[src/rtl/skip_pkg.sv]
package skip_pkg;
  typedef struct packed {
    logic vld;
    logic last;
  } skip_tag_t;
endpackage

[src/rtl/skip_barrel_rot.sv]
module skip_barrel_rot #(
  parameter int W = 64
) (
  input  logic [W-1:0]         din,
  input  logic [$clog2(W)-1:0] amt,
  output logic [W-1:0]         dout
);
  localparam int LV = $clog2(W);

  logic [W-1:0] stg [LV+1];

  assign stg[0] = din;

  // right rotation by 2**i per level: result bit k takes input bit k+2**i
  for (genvar i = 0; i < LV; i++) begin : g_lvl
    localparam int S = 1 << i;
    assign stg[i+1] = amt[i] ? {stg[i][S-1:0], stg[i][W-1:S]} : stg[i];
  end

  assign dout = stg[LV];
endmodule

[src/rtl/skip_subword_mux.sv]
module skip_subword_mux #(
  parameter int W    = 64,
  parameter int SUBS = 4
) (
  input  logic [W*SUBS-1:0]       col_word,
  input  logic [$clog2(SUBS)-1:0] sel,
  output logic [W-1:0]            word
);
  localparam int SW = $clog2(SUBS);

  always_comb begin
    word = '0;
    for (int i = 0; i < SUBS; i++) begin
      if (sel == SW'(i)) word = col_word[i*W +: W];
    end
  end
endmodule

[src/rtl/skip_addr_seq.sv]
module skip_addr_seq #(
  parameter int ROWS   = 4,
  parameter int COLS   = 8,
  parameter int SUBS   = 4,
  parameter int WORD_W = 64,
  localparam int N     = ROWS * COLS * SUBS,
  localparam int AW    = $clog2(N),
  localparam int RW    = $clog2(WORD_W),
  localparam int SW    = $clog2(SUBS),
  localparam int CW    = $clog2(COLS),
  localparam int RAW   = $clog2(ROWS),
  localparam int SHW   = AW + RW
) (
  input  logic           clk,
  input  logic           rst,
  input  logic           start_i,
  input  logic [SHW-1:0] shift_i,
  output logic           busy_o,
  output logic           rd_o,
  output logic [RAW-1:0] row_o,
  output logic [CW-1:0]  col_o,
  output logic [SW-1:0]  sub_o,
  output logic [RW-1:0]  rot_o,
  output logic [AW-1:0]  grp_o,
  output logic           last_o
);
  logic          busy_q;
  logic [AW-1:0] cnt_q;
  logic [AW-1:0] ofs_q;
  logic [RW-1:0] rot_base_q;
  logic [AW-1:0] lin_q;
  logic [AW:0]   sum;

  assign sum = {1'b0, cnt_q} + {1'b0, ofs_q};

  always_ff @(posedge clk) begin
    if (rst) begin
      busy_q     <= 1'b0;
      cnt_q      <= '0;
      ofs_q      <= '0;
      rot_base_q <= '0;
      lin_q      <= '0;
      rd_o       <= 1'b0;
      rot_o      <= '0;
      grp_o      <= '0;
      last_o     <= 1'b0;
    end else begin
      rd_o   <= 1'b0;
      last_o <= 1'b0;
      if (!busy_q) begin
        if (start_i) begin
          busy_q     <= 1'b1;
          cnt_q      <= '0;
          ofs_q      <= shift_i[AW-1:0];
          rot_base_q <= shift_i[SHW-1:AW];
        end
      end else begin
        rd_o   <= 1'b1;
        lin_q  <= sum[AW-1:0];
        rot_o  <= rot_base_q + {{(RW-1){1'b0}}, sum[AW]};
        grp_o  <= cnt_q;
        last_o <= (cnt_q == AW'(N-1));
        cnt_q  <= cnt_q + 1'b1;
        if (cnt_q == AW'(N-1)) busy_q <= 1'b0;
      end
    end
  end

  assign busy_o = busy_q;
  assign sub_o  = lin_q[SW-1:0];
  assign col_o  = lin_q[SW +: CW];
  assign row_o  = lin_q[SW+CW +: RAW];

  AST_ADDR_STEP: assert property (@(posedge clk) disable iff (rst)
    rd_o && $past(rd_o) |-> lin_q == $past(lin_q) + 1'b1);

  AST_ROW_WALK: assert property (@(posedge clk) disable iff (rst)
    rd_o && $past(rd_o) && (row_o != $past(row_o))
      |-> ($past(col_o) == CW'(COLS-1)) && ($past(sub_o) == SW'(SUBS-1)));

  AST_START_IGNORED: assert property (@(posedge clk) disable iff (rst)
    busy_q && start_i |=> $stable(ofs_q) && $stable(rot_base_q));

  AST_FIRST_READ: assert property (@(posedge clk) disable iff (rst)
    $rose(busy_q) |=> rd_o);
endmodule

[src/rtl/skip_shift_reader.sv]
module skip_shift_reader #(
  parameter int ROWS   = 4,
  parameter int COLS   = 8,
  parameter int SUBS   = 4,
  parameter int WORD_W = 64,
  localparam int N     = ROWS * COLS * SUBS,
  localparam int AW    = $clog2(N),
  localparam int RW    = $clog2(WORD_W),
  localparam int SW    = $clog2(SUBS),
  localparam int CW    = $clog2(COLS),
  localparam int RAW   = $clog2(ROWS),
  localparam int SHW   = AW + RW,
  localparam int COL_W = WORD_W * SUBS
) (
  input  logic              clk,
  input  logic              rst,
  input  logic              start_i,
  input  logic [SHW-1:0]    shift_i,
  output logic              busy_o,
  output logic              mem_rd_o,
  output logic [RAW-1:0]    mem_row_o,
  output logic [CW-1:0]     mem_col_o,
  input  logic [COL_W-1:0]  mem_rdata_i,
  output logic              out_valid_o,
  output logic [AW-1:0]     out_group_o,
  output logic [WORD_W-1:0] out_data_o,
  output logic              done_o
);
  import skip_pkg::*;

  logic [SW-1:0] iss_sub;
  logic [RW-1:0] iss_rot;
  logic [AW-1:0] iss_grp;
  logic          iss_last;

  skip_addr_seq #(
    .ROWS(ROWS), .COLS(COLS), .SUBS(SUBS), .WORD_W(WORD_W)
  ) i_seq (
    .clk(clk), .rst(rst), .start_i(start_i), .shift_i(shift_i),
    .busy_o(busy_o), .rd_o(mem_rd_o), .row_o(mem_row_o), .col_o(mem_col_o),
    .sub_o(iss_sub), .rot_o(iss_rot), .grp_o(iss_grp), .last_o(iss_last)
  );

  // stage 1: aligned with the memory read
  skip_tag_t     s1_tag;
  logic [SW-1:0] s1_sub;
  logic [RW-1:0] s1_rot;
  logic [AW-1:0] s1_grp;

  always_ff @(posedge clk) begin
    if (rst) begin
      s1_tag <= '0;
      s1_sub <= '0;
      s1_rot <= '0;
      s1_grp <= '0;
    end else begin
      s1_tag <= '{vld: mem_rd_o, last: iss_last};
      s1_sub <= iss_sub;
      s1_rot <= iss_rot;
      s1_grp <= iss_grp;
    end
  end

  logic [WORD_W-1:0] picked;
  logic [WORD_W-1:0] rotated;

  skip_subword_mux #(.W(WORD_W), .SUBS(SUBS)) i_mux (
    .col_word(mem_rdata_i), .sel(s1_sub), .word(picked)
  );

  skip_barrel_rot #(.W(WORD_W)) i_rot (
    .din(picked), .amt(s1_rot), .dout(rotated)
  );

  // stage 2: registered output
  always_ff @(posedge clk) begin
    if (rst) begin
      out_valid_o <= 1'b0;
      out_group_o <= '0;
      out_data_o  <= '0;
      done_o      <= 1'b0;
    end else begin
      out_valid_o <= s1_tag.vld;
      done_o      <= s1_tag.vld && s1_tag.last;
      if (s1_tag.vld) begin
        out_group_o <= s1_grp;
        out_data_o  <= rotated;
      end
    end
  end

  AST_OUT_LATENCY: assert property (@(posedge clk) disable iff (rst)
    out_valid_o == $past(mem_rd_o, 2));

  AST_DONE_LAST: assert property (@(posedge clk) disable iff (rst)
    done_o |-> out_valid_o && (out_group_o == AW'(N-1)));

  AST_GROUP_STEP: assert property (@(posedge clk) disable iff (rst)
    out_valid_o && $past(out_valid_o) |-> out_group_o == $past(out_group_o) + 1'b1);

  AST_IDLE_NO_READ: assert property (@(posedge clk) disable iff (rst)
    !busy_o && !$past(busy_o) |-> !mem_rd_o);
endmodule

[config.mk]
export PLATFORM = sky130hd
export DESIGN_NAME = skip_shift_reader
export DESIGN_NICKNAME = d
export VERILOG_FILES = /design/src/rtl/skip_pkg.sv /design/src/rtl/skip_barrel_rot.sv /design/src/rtl/skip_subword_mux.sv /design/src/rtl/skip_addr_seq.sv /design/src/rtl/skip_shift_reader.sv
export SDC_FILE = /design/constraint.sdc
export NUM_CORES = 1
export LEC_CHECK = 0
export ABC_AREA = 1
export BUFFER_PORTS_ARGS = -buffer_cell sky130_fd_sc_hd__buf_2
export CAP_MARGIN = 20
export CORE_AREA = 2 2 117 176
export DETAILED_ROUTE_END_ITERATION = 10
export DIE_AREA = 0 0 119 178
export GPL_ROUTABILITY_DRIVEN = 0
export HOLD_SLACK_MARGIN = 0.02
export PLACE_DENSITY = 0.87
export SKIP_CTS_REPAIR_TIMING = 1
export SLEW_MARGIN = 20
export SYNTH_ARGS = -nofsm -noshare
export SYNTH_HDL_FRONTEND = slang
export SYNTH_SLANG_ARGS = --single-unit
export TNS_END_PERCENT = 20
[constraint.sdc]
create_clock -name clk -period 4.45 [get_ports clk]
set_clock_uncertainty 0.15 [all_clocks]
set_input_delay 0.6675 -clock clk [delete_from_list [all_inputs] [get_ports clk]]
set_output_delay 0.6675 -clock clk [all_outputs]
set_load 0.005 [all_outputs]
==> impl_summary.log, run 1 <==
INFO  metric synth_cell_types = 37
INFO  metric cts_sinks = 133
INFO  metric buf_inv_on_cp = 0
INFO  metric postSynthNetCount = 2,086
INFO  metric r2r-start = s1_sub[0]$_SDFF_PP0_
INFO  metric clkTransAtPathRegs = 70 ps
INFO  metric synth-main-ff-cell = dfxtp_1
INFO  metric hpwl = 34.5 mm
INFO  metric setup_slack_of_the_worst_register_to_register_path = 950 ps
INFO  metric placement.cell_area = 12,400 sq um
INFO  metric final_max_slew_violation_count = 0
INFO  metric vias_per_cell = 6.51
INFO  metric first_global_vias = 13,400
INFO  metric layoutNonFillerInstCount = 2,301
INFO  metric ys_seq_elements = 133
INFO  metric reg2regPathDepth = 11
INFO  metric io_buffers = 351
INFO  metric final_nets = 2,311
INFO  metric drive_gt1_share = 21.2%
INFO  metric timing.slew.headroom = 26.9%
INFO  metric dr.pass1.iters = 9
INFO  metric endpoint_kind_of_the_worst_setup_timing_path = register
INFO  metric timing.critical_path.slowest_stage_cell = nor2_8
INFO  metric cts_root_buffer = clkbuf_16
INFO  metric multi_input_comb_area = 7330 sq um
INFO  metric setup_violations = 0
INFO  metric drt_wl_total = 46.9 mm
INFO  metric antennaDiodeCount = 0
INFO  metric cap_viol_max_count = 0
INFO  metric route.detailed.drc = 0
INFO  metric finalPower = 4130 uW
INFO  metric synth_area = 11,000 sq um
INFO  metric worst_margin_slew = 1100 ps
INFO  metric fin_util = 66.1%
INFO  metric die_area = 21,200 sq um
INFO  metric worstSetupStartpointType = register
INFO  metric crit-reg2reg-capture = out_data_o[25]$_SDFFE_PP0P_
INFO  metric detailroute.via_count = 15,000
INFO  metric setup.worst_path.end = out_data_o[25]$_SDFFE_PP0P_
INFO  metric clock_insertion_delay_worst_skew = 430 ps
INFO  metric syn_area_per_cell = 6.10 sq um
INFO  metric io_pins = 352
INFO  metric post_drt_wl_per_cell = 20.4 microns
INFO  metric startpoint = s1_sub[0]$_SDFF_PP0_
INFO  metric grtUsageTotal = 42.5%
INFO  metric crit_chain = nor2_8 > nand2_1 > nand3_1 > nand3_1 > nand3_1 > nand3_1 > nand3_1 > nand3_1 > nand3_1 > nand3_1 > a21oi_1
INFO  metric time_the_final_worst_path_needs_with_i_o_delays_and_setup = 3500 ps
INFO  metric filler_cell_count = 1,786
INFO  metric tritoncts = done
INFO  metric first_iter_violations = 2,390
INFO  metric dominant_delay_contributor_by_cell_family_on_the_critical_path = simple AND/OR/NAND/NOR gates
INFO  metric cts_buffers = 17
INFO  metric worst_hold_path_type = register to register
INFO  metric global_route.overflow_total = 0
INFO  metric power.leakage = 0.00583 uW
INFO  metric cts_htree_levels = 4
INFO  metric dieWidth = 119 microns
INFO  metric synth_enable_flop_cells = 0
INFO  metric syn_inst = 1,803
INFO  metric timing.critical_path.mode_cell = nand3_1
INFO  metric register_area = 2680 sq um
INFO  metric fin_setup_tns = 0 ps
INFO  metric post-route-cell-area = 13,000 sq um
INFO  metric unrepaired_setup_endpoints_after_global_routing = no
INFO  metric crit_cells = 11
INFO  metric ant_nets = 0
INFO  metric core.rowCount = 63
INFO  metric die_height = 178 microns
INFO  metric worstPathMaxFanout = 64
INFO  metric timing.critical_path.slowest_cell_delay = 720 ps
INFO  metric area_growth = 18.0%
INFO  metric timing.final.hold_violations = 0
INFO  metric crit_arrival = 3700 ps
INFO  metric grt_pass1_wl = 70.8 mm
INFO  metric status = finished clean
INFO  metric critPathRequiredTime = 4650 ps
INFO  metric ir_drop = 432 uV
INFO  metric total_power_density_per_cell_area = 318 nW/um^2
INFO  metric synth_seq_area_share = 24.2%
INFO  metric coreArea = 19,600 sq um
INFO  metric clock_tree.buffer_depth = 2
INFO  metric yosysWarnings = 0
INFO  metric initial_core_util = 56.0%
INFO  metric clock.fmax = 286 MHz
INFO  metric postSynth.asyncResetShare = 0%
INFO  metric crit_type = register to register
INFO  metric grt_antenna_before_repair = 0
INFO  metric cells_after_dpl = 2,269
INFO  metric grt_start_max_net_pins = 73
INFO  metric timing.final.crit_share = 78.6%
## tightest hold or removal path: stages (launching register included)
cell,delay (ps)
dfxtp_1,300
inv_1,40
nor2_1,40
## cell usage after synthesis (15+ instances only)
cell type / number / area, sq um
o21ai_0: 91 / 455
buf_6: 15 / 169
nand3_1: 963 / 4820
or2_2: 18 / 113
clkbuf_1: 56 / 210
inv_1: 42 / 158
or2_1: 46 / 288
nor2_1: 81 / 304
buf_1: 32 / 120
dfxtp_1: 133 / 2660
a21oi_1: 77 / 385
buf_2: 41 / 205
nand2_1: 141 / 529
## placed cells by master, fill, tap and decap left out, drive strengths merged, types with 5 or more instances in the layout
master and count:
xor2 7, ha 10, nand2 142, dfxtp 133, o21ai 94, a21oi 77, nand3 964, o22a 5
nor2 82, buf 362, or2 64, clkbuf 17, inv 57
## kinds of logic (layout without fill, tap and decap cells)
kind of cell / after synthesis / in the layout / synth area share (%)
and+or+nand+nor: 1258 / 1258 / 55.8
buffers and inverters: 207 / 445 / 9.17
AOI/OAI and AO/OA: 186 / 186 / 8.86
DFF: 133 / 133 / 24.2
adders and majority gates: 11 / 11 / 1.32
xor gates and xnor gates: 8 / 8 / 0.637
## layer usage
layer	up-vias	wire [microns]	GRT usage (%)
li1	6875	-	-
met3	237	6010	11.7
met2	1202	21000	67.8
met5	-	0	0
met4	0	3840	30.9
met1	6670	16100	48.7
## flip-flops by register name, indices dropped and copies added, names as in the netlist
signal,cells
i_seq.cnt_q,7
out_group_o,7
i_seq.rot_o,6
s1_grp,7
s1_tag,2
i_seq.last_o,1
out_data_o,64
i_seq.ofs_q,7
i_seq.rd_o,1
s1_rot,6
out_valid_o,1
i_seq.rot_base_q,6
i_seq.lin_q,7
s1_sub,2
done_o,1
i_seq.busy_o,1
i_seq.grp_o,7
## power breakdown
| group | switching [uW] | total (uW) | leakage, uW | internal [uW] |
|---|---|---|---|---|
| Clock | 618 | 1470 | 0.000291 | 850 |
| Combinational | 911 | 1360 | 0.00445 | 446 |
| Sequential | 51.3 | 1300 | 0.00109 | 1250 |
| Total | 1580 | 4130 | 0.00583 | 2550 |
## metrics by stage
| step | setup slack (ps) | hold slack (ps) |
|---|---|---|
| 2_1_floorplan | 2130 | 238 |
| 3_3_place_gp | 1370 | 248 |
| 3_5_place_dp | 1240 | 254 |
| 4_1_cts | 1230 | 265 |
| 5_1_grt | 873 | 279 |
| 6_report | 952 | 265 |
## layout make-up
| class | instances | area share [%] |
|---|---|---|
| sequential | 133 | 20.6 |
| tap | 260 | 2.51 |
| clock inverter | 15 | 1.45 |
| timing repair buffer | 362 | 14.2 |
| inverter | 51 | 1.49 |
| clock buffer | 17 | 3.28 |
| multi-input combinational | 1463 | 56.5 |
## worst min path at each step
stage / from / end / slack (ps) / cells after the start
after floorplan: i_seq.last_o$_SDFF_PP0_ / s1_tag[0]$_SDFF_PP0_ / 240 / 2
after global placement: i_seq.rot_o[3]$_SDFFE_PP0P_ / s1_rot[3]$_SDFF_PP0_ / 250 / 2
after detailed placement: i_seq.rot_o[4]$_SDFFE_PP0P_ / s1_rot[4]$_SDFF_PP0_ / 250 / 2
after CTS: i_seq.rot_o[4]$_SDFFE_PP0P_ / s1_rot[4]$_SDFF_PP0_ / 270 / 2
after global routing: i_seq.rot_o[4]$_SDFFE_PP0P_ / s1_rot[4]$_SDFF_PP0_ / 280 / 2
final: i_seq.rot_o[4]$_SDFFE_PP0P_ / s1_rot[4]$_SDFF_PP0_ / 260 / 2
(Power assumes the default switching activity.)
==> run 2, diff against run 1 <==
Settings changed: CORE_AREA 2 2 117 176 to 2 2 127 191, DIE_AREA 0 0 119 178 to 0 0 129 193, PLACE_DENSITY 0.87 to 0.78.
Clock period 4.45 ns to 2.9 ns, I/O delays scaled along.
==> impl_summary.log, run 2 (synthesis gave the netlist of run 1 again) <==
INFO  metric most-common-layout-cells = nand3_1 (960), buf_2 (351), nand2_1 (141)
INFO  metric cts_htree_levels = 4
INFO  metric crit_arrival = 2990 ps
INFO  metric crit_chain = nor2_8 > buf_12 > nand2_1 > nand3_1 > nand3_2 > nand3_2 > nand3_1 > nand3_1 > nand3_1 > nand3_1 > nand3_1 > a21oi_1
INFO  metric first_global_vias = 13,300
INFO  metric grt_antenna_before_repair = 2
INFO  metric hpwl = 36.3 mm
INFO  metric die_height = 193 microns
INFO  metric vias_per_cell = 6.24
INFO  metric timing.slew.headroom = 50.0%
INFO  metric die_area = 24,900 sq um
INFO  metric power.leakage = 0.00595 uW
INFO  metric met3_wirelength = 5.22 mm
INFO  metric clock_insertion_delay_worst_skew = 430 ps
INFO  metric tritoncts = done
INFO  metric cts_sinks = 133
INFO  metric grtUsageTotal = 35.8%
INFO  metric dieWidth = 129 microns
INFO  metric total_power_density_per_cell_area = 468 nW/um^2
INFO  metric met2_routed_wirelength = 21.2 mm
INFO  metric routedLengthMet1 = 16.7 mm
INFO  metric setup.worst_path.end = out_data_o[61]$_SDFFE_PP0P_
INFO  metric timing.final.crit_share = 96.1%
INFO  metric detailroute.via_count = 14,900
INFO  metric setup_violations = 0
INFO  metric dr.pass1.iters = 7
INFO  metric timing.final.hold_violations = 0
INFO  metric time_the_final_worst_path_needs_with_i_o_delays_and_setup = 2790 ps
INFO  metric reg2regPathDepth = 12
INFO  metric grt_pass1_wl = 69.2 mm
INFO  metric initial_core_util = 47.0%
INFO  metric worst_margin_slew = 750 ps
INFO  metric largest_register = out_data_o
INFO  metric routed.top_layer = met4
INFO  metric crit_type = register to register
INFO  metric r2r-start = s1_sub[1]$_SDFF_PP0_
INFO  metric worst_hold_path_type = input port to register
INFO  metric global_route.overflow_total = 0
INFO  metric worstSetupStartpointType = register
INFO  metric post-route-cell-area = 13,300 sq um
INFO  metric cts_buffers = 17
INFO  metric cts_root_buffer = clkbuf_16
INFO  metric core.rowCount = 69
INFO  metric ir_drop = 527 uV
INFO  metric first_iter_violations = 2,209
INFO  metric grt_start_max_net_pins = 84
INFO  metric drt_wl_total = 47.1 mm
INFO  metric timing.critical_path.mode_cell = nand3_1
INFO  metric startpoint = s1_sub[1]$_SDFF_PP0_
INFO  metric ant_nets = 0
INFO  metric clkTransAtPathRegs = 70 ps
INFO  metric final_common_cell = nand3_1
INFO  metric status = finished clean
INFO  metric endpoint_kind_of_the_worst_setup_timing_path = register
INFO  metric clock_tree.buffer_depth = 2
INFO  metric final_nets = 2,328
INFO  metric clock.fmax = 359 MHz
INFO  metric area_growth = 21.0%
INFO  metric setup_slack_of_the_worst_register_to_register_path = 110 ps
INFO  metric io_buffers = 351
INFO  metric critPathRequiredTime = 3100 ps
INFO  metric drive_gt1_share = 22.0%
INFO  metric unrepaired_setup_endpoints_after_global_routing = no
INFO  metric crit-reg2reg-capture = out_data_o[61]$_SDFFE_PP0P_
INFO  metric post_drt_wl_per_cell = 19.8 microns
INFO  metric placement.cell_area = 12,700 sq um
INFO  metric max_reg_flops = 64
INFO  metric io_pins = 352
INFO  metric timing.critical_path.slowest_cell_delay = 410 ps
INFO  metric cap_viol_max_count = 0
INFO  metric route.detailed.drc = 0
INFO  metric final_max_slew_violation_count = 0
INFO  metric timing.critical_path.slowest_stage_cell = dfxtp_2
INFO  metric coreArea = 23,400 sq um
INFO  metric worstPathMaxFanout = 50
INFO  metric fin_setup_tns = 0 ps
-- run 2: per-layer routing --
layer,vias up,global-route usage [%]
li1,6911,-
met1,6699,40.4
met2,1016,59.0
met3,228,7.92
met4,0,26.2
met5,-,0
-- run 2: how the worst min path moves through the flow --
stage	start	to	slack, ps	depth (start not counted)
after global placement	i_seq.last_o$_SDFF_PP0_	s1_tag[0]$_SDFF_PP0_	250	2
after detailed placement	i_seq.rot_o[0]$_SDFFE_PP0P_	s1_rot[0]$_SDFF_PP0_	250	2
after CTS	shift_i[9]	i_seq.rot_base_q[2]$_SDFFE_PP0P_	80	3
final	shift_i[9]	i_seq.rot_base_q[2]$_SDFFE_PP0P_	80	3
after global routing	shift_i[9]	i_seq.rot_base_q[2]$_SDFFE_PP0P_	80	3
after floorplan	i_seq.last_o$_SDFF_PP0_	s1_tag[0]$_SDFF_PP0_	240	2
-- run 2: power by group --
part           total (uW)  switching (uW)  internal [uW]  leakage, uW
logic                2150            1420            727      0.00459
registers            1990            69.9           1920      0.00109
clock network        2100             914           1180     0.000278
-- run 2: cell type report --
class                   instances  area, sq um
well taps                     319          399
diodes                          2         5.00
repair buffers                379         2100
inverters                      51          191
fillers                      2357        10100
clock inverters                14          134
flip-flops and latches        133         2680
multi-input cells            1463         7340
clock buffers                  18          450
-- run 2: stage by stage --
step	util, %	hold WS, ps	power [uW]	worst slack (ps)	instances
3_3_place_gp	54.3	247	4040	219	2345
2_1_floorplan	-	238	3380	582	1803
3_5_place_dp	54.3	255	4070	211	2345
6_report	56.9	79.8	6230	113	2379
5_1_grt	56.9	82.2	6510	16.3	2379
4_1_cts	56.8	75.4	6150	191	2377
-- run 2: worst max-delay path: cells and delay by family (launching register included) --
kind / cells / cell delay (ps)
AO/OA/AOI/OAI: 1 / 190
buffers and inverters: 1 / 250
flip-flops: 1 / 410
AND/OR/NAND/NOR: 10 / 1660
